`src/rtl/rtc_pkg.sv`:
```
package rtc_pkg;

    localparam int NREG   = 8;
    localparam int AW     = $clog2(NREG);
    localparam int DW     = 8;
    localparam int NTIME  = 3;

    localparam int IDX_HUND  = 0;
    localparam int IDX_SEC   = 1;
    localparam int IDX_MIN   = 2;
    localparam int IDX_HOUR  = 3;
    localparam int IDX_DAY   = 4;
    localparam int IDX_DATE  = 5;
    localparam int IDX_MONTH = 6;
    localparam int IDX_YEAR  = 7;

    localparam int HOUR_FMT_BIT = 7;
    localparam int HOUR_PM_BIT  = 5;
    localparam int DAY_HALT_BIT = 5;
    localparam int DAY_RSTE_BIT = 4;

    typedef logic [DW-1:0] byte_t;

    typedef struct packed {
        byte_t dow;
        byte_t date;
        byte_t month;
        byte_t year;
    } cal_t;

    function automatic byte_t bcd_inc(input byte_t v);
        byte_t r;
        if (v[3:0] >= 4'd9) r = {v[7:4] + 4'd1, 4'd0};
        else                r = {v[7:4], v[3:0] + 4'd1};
        return r;
    endfunction

    function automatic logic [6:0] bcd_to_bin(input byte_t v);
        logic [6:0] t;
        t = 7'({v[7:4], 3'b000}) + 7'({v[7:4], 1'b0}) + 7'(v[3:0]);
        return t;
    endfunction

    function automatic logic year_is_leap(input byte_t yr);
        logic [6:0] b;
        b = bcd_to_bin(yr);
        return (b[1:0] == 2'b00);
    endfunction

    function automatic byte_t month_last_day(input byte_t mon, input byte_t yr);
        byte_t d;
        case (mon)
            8'h02:                      d = year_is_leap(yr) ? 8'h29 : 8'h28;
            8'h04, 8'h06, 8'h09, 8'h11: d = 8'h30;
            default:                    d = 8'h31;
        endcase
        return d;
    endfunction

    function automatic byte_t stage_limit(input int g);
        return (g == IDX_HUND) ? 8'h99 : 8'h59;
    endfunction

    function automatic byte_t reg_mask(input logic [AW-1:0] idx);
        byte_t m;
        case (idx)
            3'd0:    m = 8'hFF;
            3'd1:    m = 8'h7F;
            3'd2:    m = 8'h7F;
            3'd3:    m = 8'hBF;
            3'd4:    m = 8'h37;
            3'd5:    m = 8'h3F;
            3'd6:    m = 8'h1F;
            default: m = 8'hFF;
        endcase
        return m;
    endfunction

    function automatic byte_t reg_reset(input logic [AW-1:0] idx);
        byte_t r;
        case (idx)
            3'd4:    r = 8'h31;
            3'd5:    r = 8'h01;
            3'd6:    r = 8'h01;
            default: r = 8'h00;
        endcase
        return r;
    endfunction

endpackage

```
`src/rtl/rtc_time_chain.sv`:
```
module rtc_time_chain
    import rtc_pkg::*;
#(
    parameter int STAGES = NTIME
) (
    input  logic [STAGES-1:0][DW-1:0] cur,
    output logic [STAGES-1:0][DW-1:0] nxt,
    output logic                      carry_out
);

    logic [STAGES:0] carry;

    assign carry[0] = 1'b1;

    for (genvar g = 0; g < STAGES; g++) begin : g_stage
        logic at_limit;
        assign at_limit     = (cur[g] >= stage_limit(g));
        assign carry[g+1]   = carry[g] & at_limit;
        always_comb begin
            if (!carry[g])     nxt[g] = cur[g];
            else if (at_limit) nxt[g] = '0;
            else               nxt[g] = bcd_inc(cur[g]);
        end
    end

    assign carry_out = carry[STAGES];

endmodule

```
`src/rtl/rtc_hour_counter.sv`:
```
module rtc_hour_counter
    import rtc_pkg::*;
(
    input  byte_t cur,
    input  logic  step,
    output byte_t nxt,
    output logic  day_step
);

    logic  fmt12;
    logic  pm;
    byte_t v24;
    byte_t v12;
    byte_t n12;
    logic  pm_n;

    assign fmt12 = cur[HOUR_FMT_BIT];
    assign pm    = cur[HOUR_PM_BIT];
    assign v24   = {2'b00, cur[5:0]};
    assign v12   = {3'b000, cur[4:0]};

    always_comb begin
        n12  = bcd_inc(v12);
        pm_n = pm;
        if (v12 == 8'h11) begin
            n12  = 8'h12;
            pm_n = ~pm;
        end else if (v12 >= 8'h12) begin
            n12  = 8'h01;
        end
    end

    always_comb begin
        nxt      = cur;
        day_step = 1'b0;
        if (step) begin
            if (fmt12) begin
                nxt      = {1'b1, 1'b0, pm_n, n12[4:0]};
                day_step = (v12 == 8'h11) & pm;
            end else if (v24 >= 8'h23) begin
                nxt      = 8'h00;
                day_step = 1'b1;
            end else begin
                nxt      = bcd_inc(v24);
            end
        end
    end

endmodule

```
`src/rtl/rtc_date_chain.sv`:
```
module rtc_date_chain
    import rtc_pkg::*;
(
    input  cal_t cur,
    input  logic day_step,
    output cal_t nxt
);

    byte_t last_day;
    logic  month_step;
    logic  year_step;
    logic [2:0] dow_n;

    assign last_day   = month_last_day(cur.month, cur.year);
    assign month_step = day_step & (cur.date >= last_day);
    assign year_step  = month_step & (cur.month >= 8'h12);

    always_comb begin
        if (cur.dow[2:0] >= 3'd7 || cur.dow[2:0] == 3'd0) dow_n = 3'd1;
        else                                              dow_n = cur.dow[2:0] + 3'd1;
    end

    always_comb begin
        nxt = cur;
        if (day_step) begin
            nxt.dow  = {cur.dow[7:3], dow_n};
            nxt.date = month_step ? 8'h01 : bcd_inc(cur.date);
        end
        if (month_step) begin
            nxt.month = year_step ? 8'h01 : bcd_inc(cur.month);
        end
        if (year_step) begin
            nxt.year = (cur.year >= 8'h99) ? 8'h00 : bcd_inc(cur.year);
        end
    end

endmodule

```
`src/rtl/rtc_calendar_core.sv`:
```
module rtc_calendar_core
    import rtc_pkg::*;
(
    input  logic          clk,
    input  logic          rst,
    input  logic          tick,
    input  logic          wr_en,
    input  logic [AW-1:0] wr_addr,
    input  logic [DW-1:0] wr_data,
    input  logic [AW-1:0] rd_addr,
    output logic [DW-1:0] rd_data
);

    byte_t regs     [NREG];
    byte_t next_val [NREG];

    logic [NTIME-1:0][DW-1:0] tc_cur;
    logic [NTIME-1:0][DW-1:0] tc_nxt;
    logic  min_carry;
    logic  day_step;
    byte_t hour_nxt;
    cal_t  cal_cur;
    cal_t  cal_nxt;
    logic  run;

    assign run = tick & ~wr_en & ~regs[IDX_DAY][DAY_HALT_BIT];

    for (genvar g = 0; g < NTIME; g++) begin : g_time_map
        assign tc_cur[g]   = regs[g];
        assign next_val[g] = tc_nxt[g];
    end

    rtc_time_chain #(.STAGES(NTIME)) u_time (
        .cur       (tc_cur),
        .nxt       (tc_nxt),
        .carry_out (min_carry)
    );

    rtc_hour_counter u_hour (
        .cur      (regs[IDX_HOUR]),
        .step     (min_carry),
        .nxt      (hour_nxt),
        .day_step (day_step)
    );

    assign cal_cur = '{dow:   regs[IDX_DAY],
                       date:  regs[IDX_DATE],
                       month: regs[IDX_MONTH],
                       year:  regs[IDX_YEAR]};

    rtc_date_chain u_date (
        .cur      (cal_cur),
        .day_step (day_step),
        .nxt      (cal_nxt)
    );

    assign next_val[IDX_HOUR]  = hour_nxt;
    assign next_val[IDX_DAY]   = cal_nxt.dow;
    assign next_val[IDX_DATE]  = cal_nxt.date;
    assign next_val[IDX_MONTH] = cal_nxt.month;
    assign next_val[IDX_YEAR]  = cal_nxt.year;

    always_ff @(posedge clk) begin
        for (int i = 0; i < NREG; i++) begin
            if (rst) begin
                regs[i] <= reg_reset(AW'(i));
            end else if (wr_en && wr_addr == AW'(i)) begin
                regs[i] <= wr_data & reg_mask(AW'(i));
            end else if (run) begin
                regs[i] <= next_val[i] & reg_mask(AW'(i));
            end
        end
    end

    assign rd_data = regs[rd_addr];

    // a write lands, masked, on the next cycle regardless of tick
    a_r2_load_wins: assert property (@(posedge clk) disable iff (rst)
        wr_en |=> regs[$past(wr_addr)] == ($past(wr_data) & reg_mask($past(wr_addr))));

    // halt freezes the count
    a_r3_halt_freezes: assert property (@(posedge clk) disable iff (rst)
        (regs[IDX_DAY][DAY_HALT_BIT] && !wr_en) |=> ($stable(regs[IDX_HUND]) && $stable(regs[IDX_SEC])));

    // every running tick changes the hundredths
    a_r4_hund_moves: assert property (@(posedge clk) disable iff (rst)
        run |=> regs[IDX_HUND] != $past(regs[IDX_HUND]));

    // 24-hour format stays in range
    a_r5_hour24_range: assert property (@(posedge clk) disable iff (rst)
        (run && !regs[IDX_HOUR][HOUR_FMT_BIT] && regs[IDX_HOUR] <= 8'h23) |=> regs[IDX_HOUR] <= 8'h23);

    // counting keeps the 12-hour selector and never yields zero
    a_r6_hour12_kept: assert property (@(posedge clk) disable iff (rst)
        (run && regs[IDX_HOUR][HOUR_FMT_BIT]) |=> (regs[IDX_HOUR][HOUR_FMT_BIT] && regs[IDX_HOUR][4:0] != 5'd0));

    // day of week stays 1..7 and control bits are kept
    a_r7_dow_range: assert property (@(posedge clk) disable iff (rst)
        (run && regs[IDX_DAY][2:0] != 3'd0) |=> (regs[IDX_DAY][2:0] != 3'd0 && $stable(regs[IDX_DAY][5:4])));

    // the date never counts to zero
    a_r8_date_nonzero: assert property (@(posedge clk) disable iff (rst)
        (run && regs[IDX_DATE] != 8'h00) |=> regs[IDX_DATE] != 8'h00);

    // unused bits read as zero
    a_r10_zero_bits: assert property (@(posedge clk) disable iff (rst)
        (rd_data & ~reg_mask(rd_addr)) == 8'h00);

endmodule

```
`config.mk`:
```
export PLATFORM = sky130hd
export DESIGN_NAME = rtc_calendar_core
export DESIGN_NICKNAME = d
export VERILOG_FILES = /design/src/rtl/rtc_pkg.sv /design/src/rtl/rtc_time_chain.sv /design/src/rtl/rtc_hour_counter.sv /design/src/rtl/rtc_date_chain.sv /design/src/rtl/rtc_calendar_core.sv
export SDC_FILE = /design/constraint.sdc
export NUM_CORES = 1
export LEC_CHECK = 0
export ABC_AREA = 1
export BUFFER_PORTS_ARGS = -buffer_cell sky130_fd_sc_hd__buf_2
export CAP_MARGIN = 20
export CORE_UTILIZATION = 50
export CTS_BUF_LIST = sky130_fd_sc_hd__clkbuf_4
export CTS_CLUSTER_DIAMETER = 80
export CTS_CLUSTER_SIZE = 12
export DETAILED_ROUTE_END_ITERATION = 12
export HOLD_SLACK_MARGIN = 0.12
export MAX_ROUTING_LAYER = met4
export PLACE_DENSITY_LB_ADDON = 0.05
export SLEW_MARGIN = 40
export SYNTH_ARGS = -nofsm -noshare
export SYNTH_HDL_FRONTEND = slang
export SYNTH_SLANG_ARGS = --single-unit
```
`constraint.sdc`:
```
create_clock -name clk -period 7.59 [get_ports clk]
set_input_delay 1.8975 -clock clk [delete_from_list [all_inputs] [get_ports clk]]
set_output_delay 1.8975 -clock clk [all_outputs]
set_load 0.01 [all_outputs]
```
# ---- Word level (Yosys, flattened, before mapping)
# Memories as Yosys holds them, arrays and structs flattened.
# Cells that the tools add are included.
dict set report op_classes {
  addsub 18
  magnitude_cmp 16
  bitwise_logic 42
  n_eq_ne 13
  reduce_logical 13
  mux 139
}
# cell count
set op_table {}
lappend op_table {{8-bit two-way mux} 77}
lappend op_table {{8-bit bitwise AND} 16}
lappend op_table {{1-bit two-way mux} 56}
lappend op_table {{4-bit by 1-bit adder with 4-bit output (second input constant)} 13}
lappend op_table {{4-bit >= comparator (second input constant)} 7}
lappend op_table {{8-bit by 3-bit equality test with 1-bit output (second input constant)} 2}
lappend op_table {{8-bit by 7-bit >= comparator with 1-bit output (second input constant)} 2}
lappend op_table {{8-bit >= comparator (second input constant)} 2}
lappend op_table {{1-bit bitwise OR} 16}
lappend op_table {{8-bit one-hot mux with 2 select lines} 1}
lappend op_table {{5-bit two-way mux} 3}
lappend op_table {{3-bit equality test (second input constant)} 4}
lappend op_table {{11-bit two-way mux} 1}
lappend op_table {{8-bit by 2-bit equality test with 1-bit output (second input constant)} 1}
lappend op_table {{8-bit by 4-bit equality test with 1-bit output (second input constant)} 1}
lappend op_table {{8-bit by 5-bit equality test with 1-bit output (second input constant)} 1}
lappend op_table {{8-bit by 5-bit >= comparator with 1-bit output (second input constant)} 1}
lappend op_table {{8-bit >= comparator} 1}
lappend op_table {{1-bit logical AND} 8}
lappend op_table {{1-bit bitwise AND} 7}
lappend op_table {{3-bit by 2-bit equality test with 1-bit output (second input constant)} 2}
lappend op_table {{6-bit >= comparator (second input constant)} 1}
lappend op_table {{3-bit zero test} 2}
lappend op_table {{5-bit equality test (second input constant)} 1}
lappend op_table {{13 further kinds} 15}
dict set report word_totals {
  mem_count 1
  in_bits 18
  ff_bits 0
  ramBits 64
  out_inout_bits 8
  word_cells 242
}
# memory depth word_bits read_ports rd_clocked_by_memory_dff write_ports line
set memory_table {}
lappend memory_table {regs 8 8 9 0 8 rtc_calendar_core.sv:14} ;# byte_t regs [NREG];

# ---- Longest topological paths before layout
# Gate-level depths: netlist of the first run.
# An unclocked memory read counts as a cell.
dict set report depth {
  depth_word 13
  ltp_mapped 17
  ltp_nobuf 17
}

# ---- Cells and area by module
# A second synthesis of the first run with hierarchy kept.
dict set report hier_totals {
  cells_unflattened 927
  hier_area_um2 5910.7
}
# mod n_inst seq_area_each_um2 cells_per_inst area_each_um2
set by_module_without_submodules {}
lappend by_module_without_submodules {rtc_calendar_core 1 1591.5 408 3047.9}
lappend by_module_without_submodules {rtc_date_chain 1 0.0 262 1476.4}
lappend by_module_without_submodules {rtc_time_chain 1 0.0 179 989.7}
lappend by_module_without_submodules {rtc_hour_counter 1 0.0 78 396.6}

# ---- Worst setup path after synthesis of the first run
# Ideal clock, no wire load.
dict set report synth_timing {
  path_kind {input port to output port}
  startpoint {input rd_addr[1]}
  endpoint {output rd_data[3]}
  arrival_time_ps 2763
  path_slack_ps 2930
  n_path_buf 2
  required_time_ps 5693
  stages 4
  path_cell_list {buf_2 -> buf_1 -> o211ai_1 -> a32oi_1}
}
dict set report synth_via {
  elab_chain_cells 1
}
# item line
set synth_lines {}
lappend synth_lines {{start, declared} rtc_calendar_core.sv:10} ;# input logic [AW-1:0] rd_addr,
lappend synth_lines {{memory read 8 x 8 bit} -}
lappend synth_lines {{end, declared} rtc_calendar_core.sv:11} ;# output logic [DW-1:0] rd_data
# No other way between the ends.

# ---- Final worst setup path of the first run
dict set report layout_timing {
  startpoint {input rd_addr[0]}
  endpoint {output rd_data[0]}
}
# The elaborated chain is that of the path after synthesis.

==> impl_metrics.json, run 1 <==
{
  "yosys_warnings": 0,
  "largest_reg_flops": 53,
  "clkTransAtPathRegs_ps": 150,
  "grt_pass1_wl_um": 19400,
  "whs_ps": 697,
  "crit-reg2reg-launch": "regs[6][0]",
  "chipWidth_um": 95.4,
  "min_path_cells": 1,
  "endpoint_kind": "output port",
  "grt-ovfl-total": 0,
  "dp_hpwl_um": 9620,
  "first_pass_iters": 5,
  "async_reset_ff_frac": 0,
  "slew_headroom": 0.643,
  "yosysSeqAreaShare": 0.365,
  "gr-usage-all-layers": 0.301,
  "core_mm2": 0.00834,
  "area_growth_pct": 6.22,
  "cp_max_fo": 24,
  "yosysTopAreaCell": "edfxtp_1",
  "antenna_found_initial": 0,
  "yosys-top-cells-area": "edfxtp_1 (36%), ha_1 (11%), inv_1 (7.8%)",
  "grt_pass1_vias": 3743,
  "status": "complete, no violations",
  "r2r_slack_ps": 4270,
  "required_ps": 5690,
  "ys_top_cells_by_count": "inv_1 (91), nand2_1 (71), edfxtp_1 (53)",
  "finalCriticalPeriod_ps": 5270,
  "synth.most_common_cell": "inv_1",
  "cts_root_buf": "clkbuf_4",
  "start_kind": "primary input",
  "insertion_delay_ps": 380,
  "p_per_area_mw_per_mm2": 131,
  "power_mw": 0.609,
  "ios": 26,
  "drt_iter0_drc": 389,
  "drt-total-wl_um": 12800,
  "cts_tree": "built",
  "avgSynthCellArea_um2": 8.08,
  "grt_max_degree": 25,
  "top_register": "regs",
  "htree_levels": 2,
  "cts.sinks": 53,
  "cts_setup_buffers": 0,
  "ir_drop_uv": 93.7,
  "synth_edf_count": 53,
  "ys.flop_type": "edfxtp_1",
  "synth.top_cell.area_share": 0.365,
  "clockBufferDepth": 2,
  "die_area_mm2": 0.00911,
  "syn-cell-area_mm2": 0.00436,
  "drcViolationCount": 0,
  "max-cap-violations": 0,
  "die_h_um": 95.4,
  "hold_buffers": 0,
  "cp_data_arrival_time_ps": 3370,
  "final_layout_size_suffix_gt1_frac": 0.112,
  "finalHoldViolations": 0,
  "synth_seq_cells": 53,
  "finalMaxSlewViolations": 0,
  "worst_pin_slew_ps": 534,
  "grt_setup_unrepaired": "false",
  "initial_utilization": 0.523,
  "io_buffers": 25,
  "hp-start": "regs[1][4]",
  "worstSetupPathType": "primary input to output port",
  "wl_per_cell_um": 19.1,
  "final.setup.tns_ps": 0,
  "cts.repair.resized": 0,
  "reg.largest.list": "regs (53)",
  "insertedDiodeCount": 0,
  "postRouteAntennaNets": 0,
  "layout.nets": 620,
  "clock.fmax_ghz": 0.190,
  "via_count": 4041,
  "skew_ps": 19.7,
  "cp-startpoint": "rd_addr[0]",
  "synth_cells": 540,
  "synth.distinct_cells": 44,
  "synthesis.nets": 597,
  "viasPerCell": 6.04,
  "reg2reg_depth": 14,
  "cts_buffers": 5,
  "finalSetupViolCount": 0,
  "min_to": "regs[1][4]",
  "r2r_end": "regs[7][5]",
  "period_share": 0.695,
  "hp-class": "flip-flop to flip-flop",
  "leakage_nw": 2.00,
  "gp_congestion": 0.959,
  "rows": 33
}
[final cells by class]
type	count	area (um^2)
fillers	812	3700
multi-input cells	378	2360
flip-flops and latches	53	1590
inverters	100	375
well taps	105	131
repair buffers	25	125
clock buffers	6	45.0
clock inverters	2	10.0
[worst max path at each step]
| stage | endpoint | slack, ps | cells after the start |
|---|---|---|---|
| 6_report | rd_data[0] | 2320 | 6 |
| 5_1_grt | rd_data[0] | 2160 | 6 |
| 4_1_cts | rd_data[0] | 2340 | 6 |
| 3_5_place_dp | rd_data[0] | 2350 | 6 |
| 3_3_place_gp | rd_data[1] | 2430 | 6 |
| 2_1_floorplan | rd_data[3] | 2930 | 4 |
[kinds of logic (layout without fill, tap and decap cells)]
group / after synthesis / in the layout / share of synthesized area
buf+inv: 109 / 133 / 0.0952
fa+ha+maj: 39 / 39 / 0.112
xor+xnor: 16 / 16 / 0.0321
simple gates: 186 / 186 / 0.208
flops: 53 / 53 / 0.365
compound gates: 137 / 137 / 0.188
[routing by layer]
layer  up-vias  global-route usage  wire [um]
met1      1921               0.390       5650
met3        28              0.0399        917
li1       1928                   -          -
met2       164               0.480       5780
met4         0               0.111        420
met5         -                   -          0
[cell usage in the layout (no fill, tap or decap), drive strengths merged, types with 2 or more instances in the layout]
| cell type | Yosys | final |
|---|---|---|
| nand3 | 29 | 29 |
| o31ai | 3 | 3 |
| ha | 39 | 39 |
| o211ai | 4 | 4 |
| a31oi | 10 | 10 |
| xnor2 | 9 | 9 |
| nand2 | 80 | 80 |
| o22ai | 30 | 30 |
| xor2 | 7 | 7 |
| nor2 | 50 | 50 |
| a32oi | 6 | 6 |
| a211oi | 2 | 2 |
| a21oi | 30 | 30 |
| buf | 4 | 25 |
| o32ai | 4 | 4 |
| o21bai | 2 | 2 |
| inv | 99 | 99 |
| edfxtp | 53 | 53 |
| o21ai | 41 | 41 |
| nor3 | 8 | 8 |
| clkinv | 1 | 3 |
| nand4 | 16 | 16 |
| clkbuf | 5 | 6 |
[report_power, final]
part | internal (mW) | switching [mW]
Sequential | 0.337 | 0.0189
Combinational | 0.0383 | 0.0806
Clock | 0.0392 | 0.0952
[stage by stage]
stage / util / cell area [um^2] / setup WS [ps] / instances
3_3_place_gp: 0.549 / 4580 / 2430 / 661
6_report: 0.556 / 4640 / 2320 / 669
3_5_place_dp: 0.549 / 4580 / 2350 / 661
4_1_cts: 0.556 / 4640 / 2340 / 669
5_1_grt: 0.556 / 4640 / 2160 / 669
2_1_floorplan: - / 4360 / 2930 / 540
[worst max-delay path, cell delays in order]
cell and delay, ps:
buf_2 310, inv_1 350, a21oi_1 220, o21ai_0 120
a32oi_1 290, buf_2 180
(Power assumes the default switching activity.)
==> run 2: changes to the inputs <==
- clock period: 7.59 -> 4.6 ns (I/O delays scaled with it)
==> run 2 against run 1 <==
Against the previous run: via count increased by 0.54%; count of clock-buffer cells in the layout unchanged; combinational power increased by 65%; register-to-register slack got worse by 3000 ps; largest power group unchanged.
==> impl_metrics.json, run 2 (synthesis gave the netlist of run 1 again) <==
{
  "grt_setup_unrepaired": "false",
  "path_cells": "buf_2 > inv_1 > a21oi_1 > o21ai_0 > a32oi_1 > buf_2",
  "clkTransAtPathRegs_ps": 140,
  "fin_area_mm2": 0.00464,
  "period_share": 0.830,
  "cts_buffers": 5,
  "cts.sinks": 53,
  "hold_buffers": 0,
  "whs_ps": 687,
  "insertion_delay_ps": 400,
  "die_h_um": 95.4,
  "leakage_nw": 2.00,
  "cp_slowest_cell": "inv_1",
  "final.setup.tns_ps": 0,
  "largest_reg_flops": 53,
  "finalCriticalPeriod_ps": 3820,
  "final_common_cell": "inv_1",
  "hp-class": "flip-flop to flip-flop",
  "worst_pin_slew_ps": 556,
  "required_ps": 3450,
  "cts.repair.resized": 0,
  "crit_top_cell": "buf_2",
  "area_growth_pct": 6.22,
  "cp_data_arrival_time_ps": 2670,
  "core_mm2": 0.00834,
  "ios": 26,
  "endpoint_kind": "output port",
  "first_pass_iters": 5,
  "grt_pass1_vias": 3720,
  "gr-usage-all-layers": 0.302,
  "drt_iter0_drc": 373,
  "clockBufferDepth": 2,
  "initial_utilization": 0.523,
  "start_kind": "primary input",
  "postRouteAntennaNets": 0,
  "insertedDiodeCount": 0,
  "grt_pass1_wl_um": 19500,
  "antenna_found_initial": 0,
  "worstSetupPathType": "primary input to output port",
  "cts_tree": "built",
  "cp_top_family": "buffers and inverters",
  "p_per_area_mw_per_mm2": 217,
  "htree_levels": 2,
  "gp_congestion": 0.959,
  "rows": 33,
  "status": "complete, no violations",
  "clock.fmax_ghz": 0.262,
  "layout.nets": 620,
  "viasPerCell": 6.07,
  "drcViolationCount": 0,
  "grt-ovfl-total": 0,
  "cts_root_buf": "clkbuf_4",
  "slowest_delay_ps": 370,
  "finalSetupViolCount": 0,
  "finalMaxSlewViolations": 0,
  "layout_common_cells": "inv_1 (91), nand2_1 (71), edfxtp_1 (53), nor2_1 (44)",
  "io_buffers": 25,
  "dp_hpwl_um": 9610,
  "drt-total-wl_um": 12700,
  "wl_per_cell_um": 18.9,
  "placed_area_mm2": 0.00458,
  "grt_max_degree": 25,
  "critPathBufInv": 3,
  "post-place-ws_ps": 850,
  "final_layout_size_suffix_gt1_frac": 0.112,
  "skew_ps": 27.0,
  "die_area_mm2": 0.00911,
  "max-cap-violations": 0,
  "finalHoldViolations": 0,
  "cts_setup_buffers": 0,
  "top_register": "regs",
  "finalWorstSetupSlack_ps": 781,
  "via_count": 4063,
  "chipWidth_um": 95.4,
  "cp_max_fo": 24,
  "reg.largest.list": "regs (53)",
  "ir_drop_uv": 119,
  "slew_headroom": 0.629
}
==> run 2: cell counts in the layout (fill, tap and decap cells not counted) <==
Identical to the previous run, type by type.
==> run 2: worst paths after layout <==
check | startpoint | to | slack [ps] | cells past startpoint
hold / removal | regs[1][4] | regs[1][4] | 690 | 1
hold reg to reg | regs[1][4] | regs[1][4] | 690 | 1
setup reg to reg | regs[6][0] | regs[7][4] | 1250 | 14
setup / recovery | rd_addr[0] | rd_data[0] | 780 | 6
==> run 2: power by group <==
part / total, mW / switching, mW / internal (mW)
Combinational: 0.196 / 0.133 / 0.0631
Clock: 0.223 / 0.158 / 0.0646
Sequential: 0.587 / 0.0312 / 0.555
==> run 2: worst reg2reg max path, stage by stage, from the launching register on <==
cell and delay [ps]:
edfxtp_1 490, inv_1 180, ha_1 200, inv_1 60, nor3_1 410, o21ai_0 160
nand4_1 140, inv_1 50, ha_1 260, nand4_1 100, nand3_1 280, nand4_1 240
nand2_1 110, nand2_1 50, nor2_1 290
==> run 2: routing by layer <==
layer | up-vias | part of all wire | global-route usage
met4 | 0 | 0.022 | 0.107
met3 | 18 | 0.079 | 0.0207
met2 | 197 | 0.46 | 0.483
li1 | 1929 | - | -
met1 | 1919 | 0.44 | 0.404
met5 | - | 0 | -
==> run 2: per-stage QoR <==
step	std cells	utilization	total power, mW
final	669	0.556	1.01
after detailed placement	661	0.549	0.788
after global placement	661	0.549	0.786
after global routing	669	0.556	1.05
after floorplan	540	-	0.718
after CTS	669	0.556	1.01
==> run 2: final cells by class <==
| class | instances | area, um^2 |
|---|---|---|
| sequential | 53 | 1590 |
| timing repair buffer | 25 | 125 |
| multi-input combinational | 378 | 2360 |
| inverter | 100 | 375 |
| clock inverter | 2 | 10.0 |
| tap | 105 | 131 |
| fill | 794 | 3700 |
| clock buffer | 6 | 45.0 |
